**config.mk**
```make
export PLATFORM = sky130hd
export DESIGN_NAME = vps_serializer
export DESIGN_NICKNAME = d
export VERILOG_FILES = /design/src/rtl/vps_pkg.sv /design/src/rtl/vps_load_ctrl.sv /design/src/rtl/vps_shifter.sv /design/src/rtl/vps_pixel_gate.sv /design/src/rtl/vps_serializer.sv
export SDC_FILE = /design/constraint.sdc
export NUM_CORES = 1
export LEC_CHECK = 0
export ABC_AREA = 1
export BUFFER_PORTS_ARGS = -buffer_cell sky130_fd_sc_hd__clkbuf_2
export CAP_MARGIN = 5
export CORE_UTILIZATION = 45
export CTS_CLUSTER_SIZE = 30
export DETAILED_ROUTE_END_ITERATION = 8
export HOLD_SLACK_MARGIN = 0.08
export PLACE_DENSITY_LB_ADDON = 0.08
export SLEW_MARGIN = 0
export SYNTH_ARGS = -nofsm -noshare
export SYNTH_HDL_FRONTEND = slang
export SYNTH_SLANG_ARGS = --single-unit
export TNS_END_PERCENT = 20
```
**constraint.sdc**
```tcl
create_clock -name clk_i -period 2.05 [get_ports clk_i]
set_input_delay 0.615 -clock clk_i [delete_from_list [all_inputs] [get_ports clk_i]]
set_output_delay 0.615 -clock clk_i [all_outputs]
set_load 0.005 [all_outputs]
```
**src/rtl/vps_pkg.sv**
```systemverilog
package vps_pkg;
  localparam int unsigned WORD_W_DEF = 16;
  localparam bit          MSB_FIRST_DEF = 1'b1;
endpackage

```
**src/rtl/vps_load_ctrl.sv**
```systemverilog
module vps_load_ctrl #(
  parameter int unsigned WORD_W = vps_pkg::WORD_W_DEF
) (
  input  logic clk_i,
  input  logic rst_ni,
  input  logic load_ni,
  input  logic blank_i,
  output logic load_en_o,
  output logic drained_o
);
  localparam int unsigned CNT_W = $clog2(WORD_W + 1);
  localparam logic [CNT_W-1:0] CNT_FULL = CNT_W'(WORD_W);

  logic [CNT_W-1:0] shift_cnt_q;

  // strobes inside blanking are dropped
  assign load_en_o = ~load_ni & ~blank_i;
  assign drained_o = (shift_cnt_q == CNT_FULL);

  always_ff @(posedge clk_i or negedge rst_ni) begin
    if (!rst_ni)                shift_cnt_q <= CNT_FULL;
    else if (load_en_o)         shift_cnt_q <= '0;
    else if (!drained_o)        shift_cnt_q <= shift_cnt_q + 1'b1;
  end

  assert_blank_blocks_load_R7: assert property (@(posedge clk_i) disable iff (!rst_ni)
    (blank_i && !load_ni) |=> (shift_cnt_q != '0 || $past(shift_cnt_q) == CNT_FULL - 1'b1 || $past(shift_cnt_q) == CNT_FULL));

  assert_cnt_in_range_R8: assert property (@(posedge clk_i) disable iff (!rst_ni)
    shift_cnt_q <= CNT_FULL);
endmodule

```
**src/rtl/vps_shifter.sv**
```systemverilog
module vps_shifter #(
  parameter int unsigned WORD_W    = vps_pkg::WORD_W_DEF,
  parameter bit          MSB_FIRST = vps_pkg::MSB_FIRST_DEF
) (
  input  logic              clk_i,
  input  logic              rst_ni,
  input  logic              load_en_i,
  input  logic [WORD_W-1:0] word_i,
  output logic              bit_o
);
  logic [WORD_W-1:0] sr_q;
  logic [WORD_W-1:0] sr_shifted;

  generate
    if (MSB_FIRST) begin : g_msb
      assign sr_shifted = {sr_q[WORD_W-2:0], 1'b0};
      assign bit_o      = sr_q[WORD_W-1];

      assert_load_msb_R2: assert property (@(posedge clk_i) disable iff (!rst_ni)
        load_en_i |=> bit_o == $past(word_i[WORD_W-1]));
      assert_shift_order_R3: assert property (@(posedge clk_i) disable iff (!rst_ni)
        !load_en_i |=> bit_o == $past(sr_q[WORD_W-2]));
    end else begin : g_lsb
      assign sr_shifted = {1'b0, sr_q[WORD_W-1:1]};
      assign bit_o      = sr_q[0];

      assert_load_lsb_R2: assert property (@(posedge clk_i) disable iff (!rst_ni)
        load_en_i |=> bit_o == $past(word_i[0]));
      assert_shift_order_R3: assert property (@(posedge clk_i) disable iff (!rst_ni)
        !load_en_i |=> bit_o == $past(sr_q[1]));
    end
  endgenerate

  always_ff @(posedge clk_i or negedge rst_ni) begin
    if (!rst_ni)        sr_q <= '0;
    else if (load_en_i) sr_q <= word_i;
    else                sr_q <= sr_shifted;
  end
endmodule

```
**src/rtl/vps_pixel_gate.sv**
```systemverilog
module vps_pixel_gate (
  input  logic bit_i,
  input  logic invert_i,
  input  logic enable_i,
  input  logic blank_i,
  output logic pix_o
);
  logic pol_bit;

  assign pol_bit = ~(bit_i ^ invert_i);
  assign pix_o   = pol_bit & enable_i & ~blank_i;

  always_comb begin
    assert_dark_when_off_R5: assert (enable_i || !pix_o);
    assert_dark_in_blank_R6: assert (!blank_i || !pix_o);
  end
endmodule

```
**src/rtl/vps_serializer.sv**
```systemverilog
module vps_serializer #(
  parameter int unsigned WORD_W    = vps_pkg::WORD_W_DEF,
  parameter bit          MSB_FIRST = vps_pkg::MSB_FIRST_DEF
) (
  input  logic              clk_i,
  input  logic              rst_ni,
  input  logic [WORD_W-1:0] word_i,
  input  logic              load_ni,
  input  logic              blank_i,
  input  logic              enable_i,
  input  logic              invert_i,
  output logic              video_o
);
  logic load_en;
  logic drained;
  logic pix_bit;

  vps_load_ctrl #(.WORD_W(WORD_W)) u_load_ctrl (
    .clk_i     (clk_i),
    .rst_ni    (rst_ni),
    .load_ni   (load_ni),
    .blank_i   (blank_i),
    .load_en_o (load_en),
    .drained_o (drained)
  );

  vps_shifter #(.WORD_W(WORD_W), .MSB_FIRST(MSB_FIRST)) u_shifter (
    .clk_i     (clk_i),
    .rst_ni    (rst_ni),
    .load_en_i (load_en),
    .word_i    (word_i),
    .bit_o     (pix_bit)
  );

  vps_pixel_gate u_gate (
    .bit_i    (pix_bit),
    .invert_i (invert_i),
    .enable_i (enable_i),
    .blank_i  (blank_i),
    .pix_o    (video_o)
  );

  assert_zero_fill_R8: assert property (@(posedge clk_i) disable iff (!rst_ni)
    drained |-> !pix_bit);

  assert_gate_passes_R4: assert property (@(posedge clk_i) disable iff (!rst_ni)
    (enable_i && !blank_i) |-> (video_o == (pix_bit ~^ invert_i)));

  assert_reload_any_pos_R9: assert property (@(posedge clk_i) disable iff (!rst_ni)
    load_en |=> !drained);
endmodule

```
==> After elaboration in Yosys (flattened, before gate mapping) <==
Index checks and enable logic that the tools add are counted.
{ "totals": {"output_inout_bits": 1, "register_bits": 16} }
{ "classes": {"bitwise": 7, "muxes": 1} }
{ "op_table": {"columns": ["cell", "n"], "rows": [
  ["16-bit two-way mux", 1],
  ["1-bit bitwise AND", 3],
  ["1-bit NOT", 3],
  ["1-bit XOR", 1]
]} }

==> Longest topological paths before layout <==
{ "logic_depth": {"depth_word": 4, "ltp_mapped": 5} }

==> Modules after synthesis <==
Synthesis repeated with hierarchy kept, for this count alone.
{ "unflattened": {"cells_unflattened": 114, "area_unflattened_um2": 963.4} }
{ "by_module_without_submodules": {"columns": ["mod", "cells_per_inst", "area_per_inst_um2", "instances", "seq_area_each_um2"], "rows": [
  ["vps_shifter", 67, 640.6, 1, 400.4],
  ["vps_load_ctrl", 39, 290.3, 1, 126.4],
  ["vps_pixel_gate", 8, 32.5, 1, 0.0]
]} }

==> Least setup slack after synthesis <==
OpenSTA, ideal clock, no wires.
{ "synth_path": {"path_kind": "in2out", "from": "input port blank_i", "to": "output port video_o", "arrival_time_ns": 0.827, "path_slack_ns": 0.608, "path_stages": 3, "path_cell_list": "inv_2 -> nand2_1 -> nor2_1"} }
{ "synth_between": {"elab_chain_cells": 2} }
{ "synth_rtl": {"columns": ["element", "line_no", "source"], "rows": [
  ["start, declared", "vps_serializer.sv:9", "input logic blank_i,"],
  ["1-bit NOT", "vps_pixel_gate.sv:11", "assign pix_o = pol_bit & enable_i & ~blank_i;"],
  ["1-bit bitwise AND", "vps_pixel_gate.sv:11", null],
  ["end, declared", "vps_serializer.sv:12", "output logic video_o"]
]} }
No other way between the ends.

==> Worst setup path in the final report <==
Same ends and word-level chain as after synthesis.

==> results.cfg <==
[clock_network]
clock_sinks = 16
cts_tree = done
cts_setup_buffers = 0
cts_inserted_buffers = 3
h-tree-depth = 1
cts_resized = 0
cts_hold_buf = 0
clk_pin_slew_ns = 0.09
clk_latency_ns = 0.28
cts_buffer_depth = 2
root_buffer = clkbuf_4

[grt]
grt_pass1_wl_um = 1600
overflow = 0
grt_max_degree = 17
grt_use_total_pct = 16.1
grt_pass1_vias = 411
antenna_found_initial = 0

[critical_path]
cp-start-kind = input port
cp_common_cell = clkbuf_2
crit_slowest_cell = clkbuf_2
worstPathArrival_ns = 1.05
worstPathRequired_ns = 1.43
worstSetupEndpointType = output pin
path_max_fanout = 2
critPathMaxStageDelay_ns = 0.11
crit_type = in2out
crit_chain = clkbuf_2 -> inv_2 -> nand2_1 -> nor2_1 -> clkbuf_2

[floorplan]
die_w_um = 40.1
die_h_um = 40.1
die_area_um2 = 1600
num_io_pins = 23
start_util_pct = 49.5
fp-row-count = 13
core_um2 = 1320

[pwr]
ir_worst_vdd_v = 0.000436
power.total_uw = 594
p_leak_nw = 0.482
intPower_uw = 451
p_per_area_nw_per_um2 = 758
p_sw_uw = 144
p_seq_share_pct = 60.3
clock_power_share_pct = 26.8
power_frac_comb_pct = 12.9
swShare_pct = 24.2

[place]
io_buffer_count = 22
gp_congestion = 0.677
place_hpwl_um = 746

[layout]
largest_reg_flops = 16
syn2layout_area_growth_pct = 20.3
largest-register = u_shifter.sr_q
n_antenna_cell = 0
fillers = 136
top_regs = u_shifter.sr_q: 16 flops
nNetsFinal = 123
layout-drive-gt1-share_pct = 29.3

[timing]
slew-limit-headroom_pct = 74.2
maxSlewViolCount = 0
min_period_over_period_pct = 81.2
fin_tns_setup_ns = 0
fin_crit_ns = 1.67
skew_ns = 0.00375
holdWs_ns = 0.234
setup_viol = 0
hold_viol = 0
grt_setup_unrepaired = false
max_freq_mhz = 600
tightest_slew_ns = 0.387

[logic_synthesis]
ys_ff_latch = 16
synth_cell_types = 9
ys_warn_count = 0
syn_avg_cell_area_um2 = 8.58
syn-cell-area_um2 = 652
ys_seq_area_share_pct = 61.4
synth.net_count = 98
syn_inst = 76

[drt]
vias = 499
drtPass1Iterations = 2
drc_errors = 0
wl_per_cell_um = 9.30
via_per_inst = 4.38
routed_wirelength_um = 1060
drt-initial-drc-count = 6
ant_nets = 0

[hold_path]
hp-class = in2async

[run]
cap_violations = 0

[status]
status = complete, no violations
-- kinds of logic after synthesis --
family,after synthesis,synth area share (%)
flops,16,61.4
buf+inv,7,5.76
simple gates,53,32.8
-- path summary, 6_finish.rpt --
| kind | slack [ns] | cells past startpoint | endpoint | startpoint |
|---|---|---|---|---|
| min in group clk_i | 0.45 | 2 | u_shifter.sr_q[6]$_DFF_PN0_ | u_shifter.sr_q[5]$_DFF_PN0_ |
| max in group asynchronous | 1.54 | 1 | u_shifter.sr_q[15]$_DFF_PN0_ | rst_ni |
| max | 0.38 | 5 | video_o | blank_i |
| min | 0.23 | 1 | u_shifter.sr_q[1]$_DFF_PN0_ | rst_ni |
| max reg2reg | 1.46 | 2 | u_shifter.sr_q[9]$_DFF_PN0_ | u_shifter.sr_q[8]$_DFF_PN0_ |
| min reg2reg | 0.45 | 2 | u_shifter.sr_q[6]$_DFF_PN0_ | u_shifter.sr_q[5]$_DFF_PN0_ |
-- placed cells by master (no fill, tap or decap) --
| cell type | synthesis | final |
|---|---|---|
| dfrtp_1 | 16 | 16 |
| clkbuf_2 | 0 | 22 |
| nand2_1 | 49 | 49 |
| inv_1 | 3 | 3 |
| nor2_4 | 1 | 1 |
| nor2_1 | 2 | 2 |
| nand2_4 | 1 | 1 |
| inv_2 | 2 | 2 |
| clkbuf_4 | 0 | 3 |
-- through the flow --
step / cell area, um2 / setup slack [ns] / instances / utilization, %
after floorplan: 652 / 0.608 / 76 / -
after global placement: 762 / 0.390 / 111 / 57.8
after detailed placement: 762 / 0.379 / 111 / 57.8
after CTS: 785 / 0.377 / 114 / 59.5
after global routing: 785 / 0.311 / 114 / 59.5
final: 785 / 0.384 / 114 / 59.5
-- worst max-delay path: cells and delay by family --
kind,cells,cell delay (ns)
buf+inv,3,0.30
simple gates,2,0.14
-- cell usage after synthesis --
| library cell | instances | area, um2 |
|---|---|---|
| nand2_1 | 49 | 184 |
| dfrtp_1 | 16 | 400 |
| inv_1 | 3 | 11.3 |
| inv_2 | 2 | 7.51 |
| nor2_1 | 2 | 7.51 |
| buf_4 | 1 | 7.51 |
| buf_6 | 1 | 11.3 |
| nand2_4 | 1 | 11.3 |
| nor2_4 | 1 | 11.3 |
-- metal layers --
layer,vias to the layer above,global-route usage (%),part of all wire (%)
met5,-,0,0
met4,0,12.9,3.2
li1,270,-,-
met1,207,19.1,49
met3,5,5.00,5.7
met2,17,23.8,42
-- power by group through the flow --
stage               registers [mW]  logic (mW)  clock network, mW
floorplan                    0.363      0.0459                  0
global placement             0.364      0.0767                  0
detailed placement           0.365      0.0791                  0
CTS                          0.358      0.0793              0.164
global route                 0.361      0.0898              0.182
finish                       0.358      0.0768              0.159
-- cell type report --
cell class / instances / area (um2) / share of cell area, %
clock buffers: 3 / 22.5 / 2.87
inverters: 5 / 18.8 / 2.39
multi-input cells: 53 / 214 / 27.3
flip-flops and latches: 16 / 400 / 51.0
well taps: 15 / 18.8 / 2.39
repair buffers: 22 / 110 / 14.0
No activity file was read; power rests on OpenSTA's default activity.
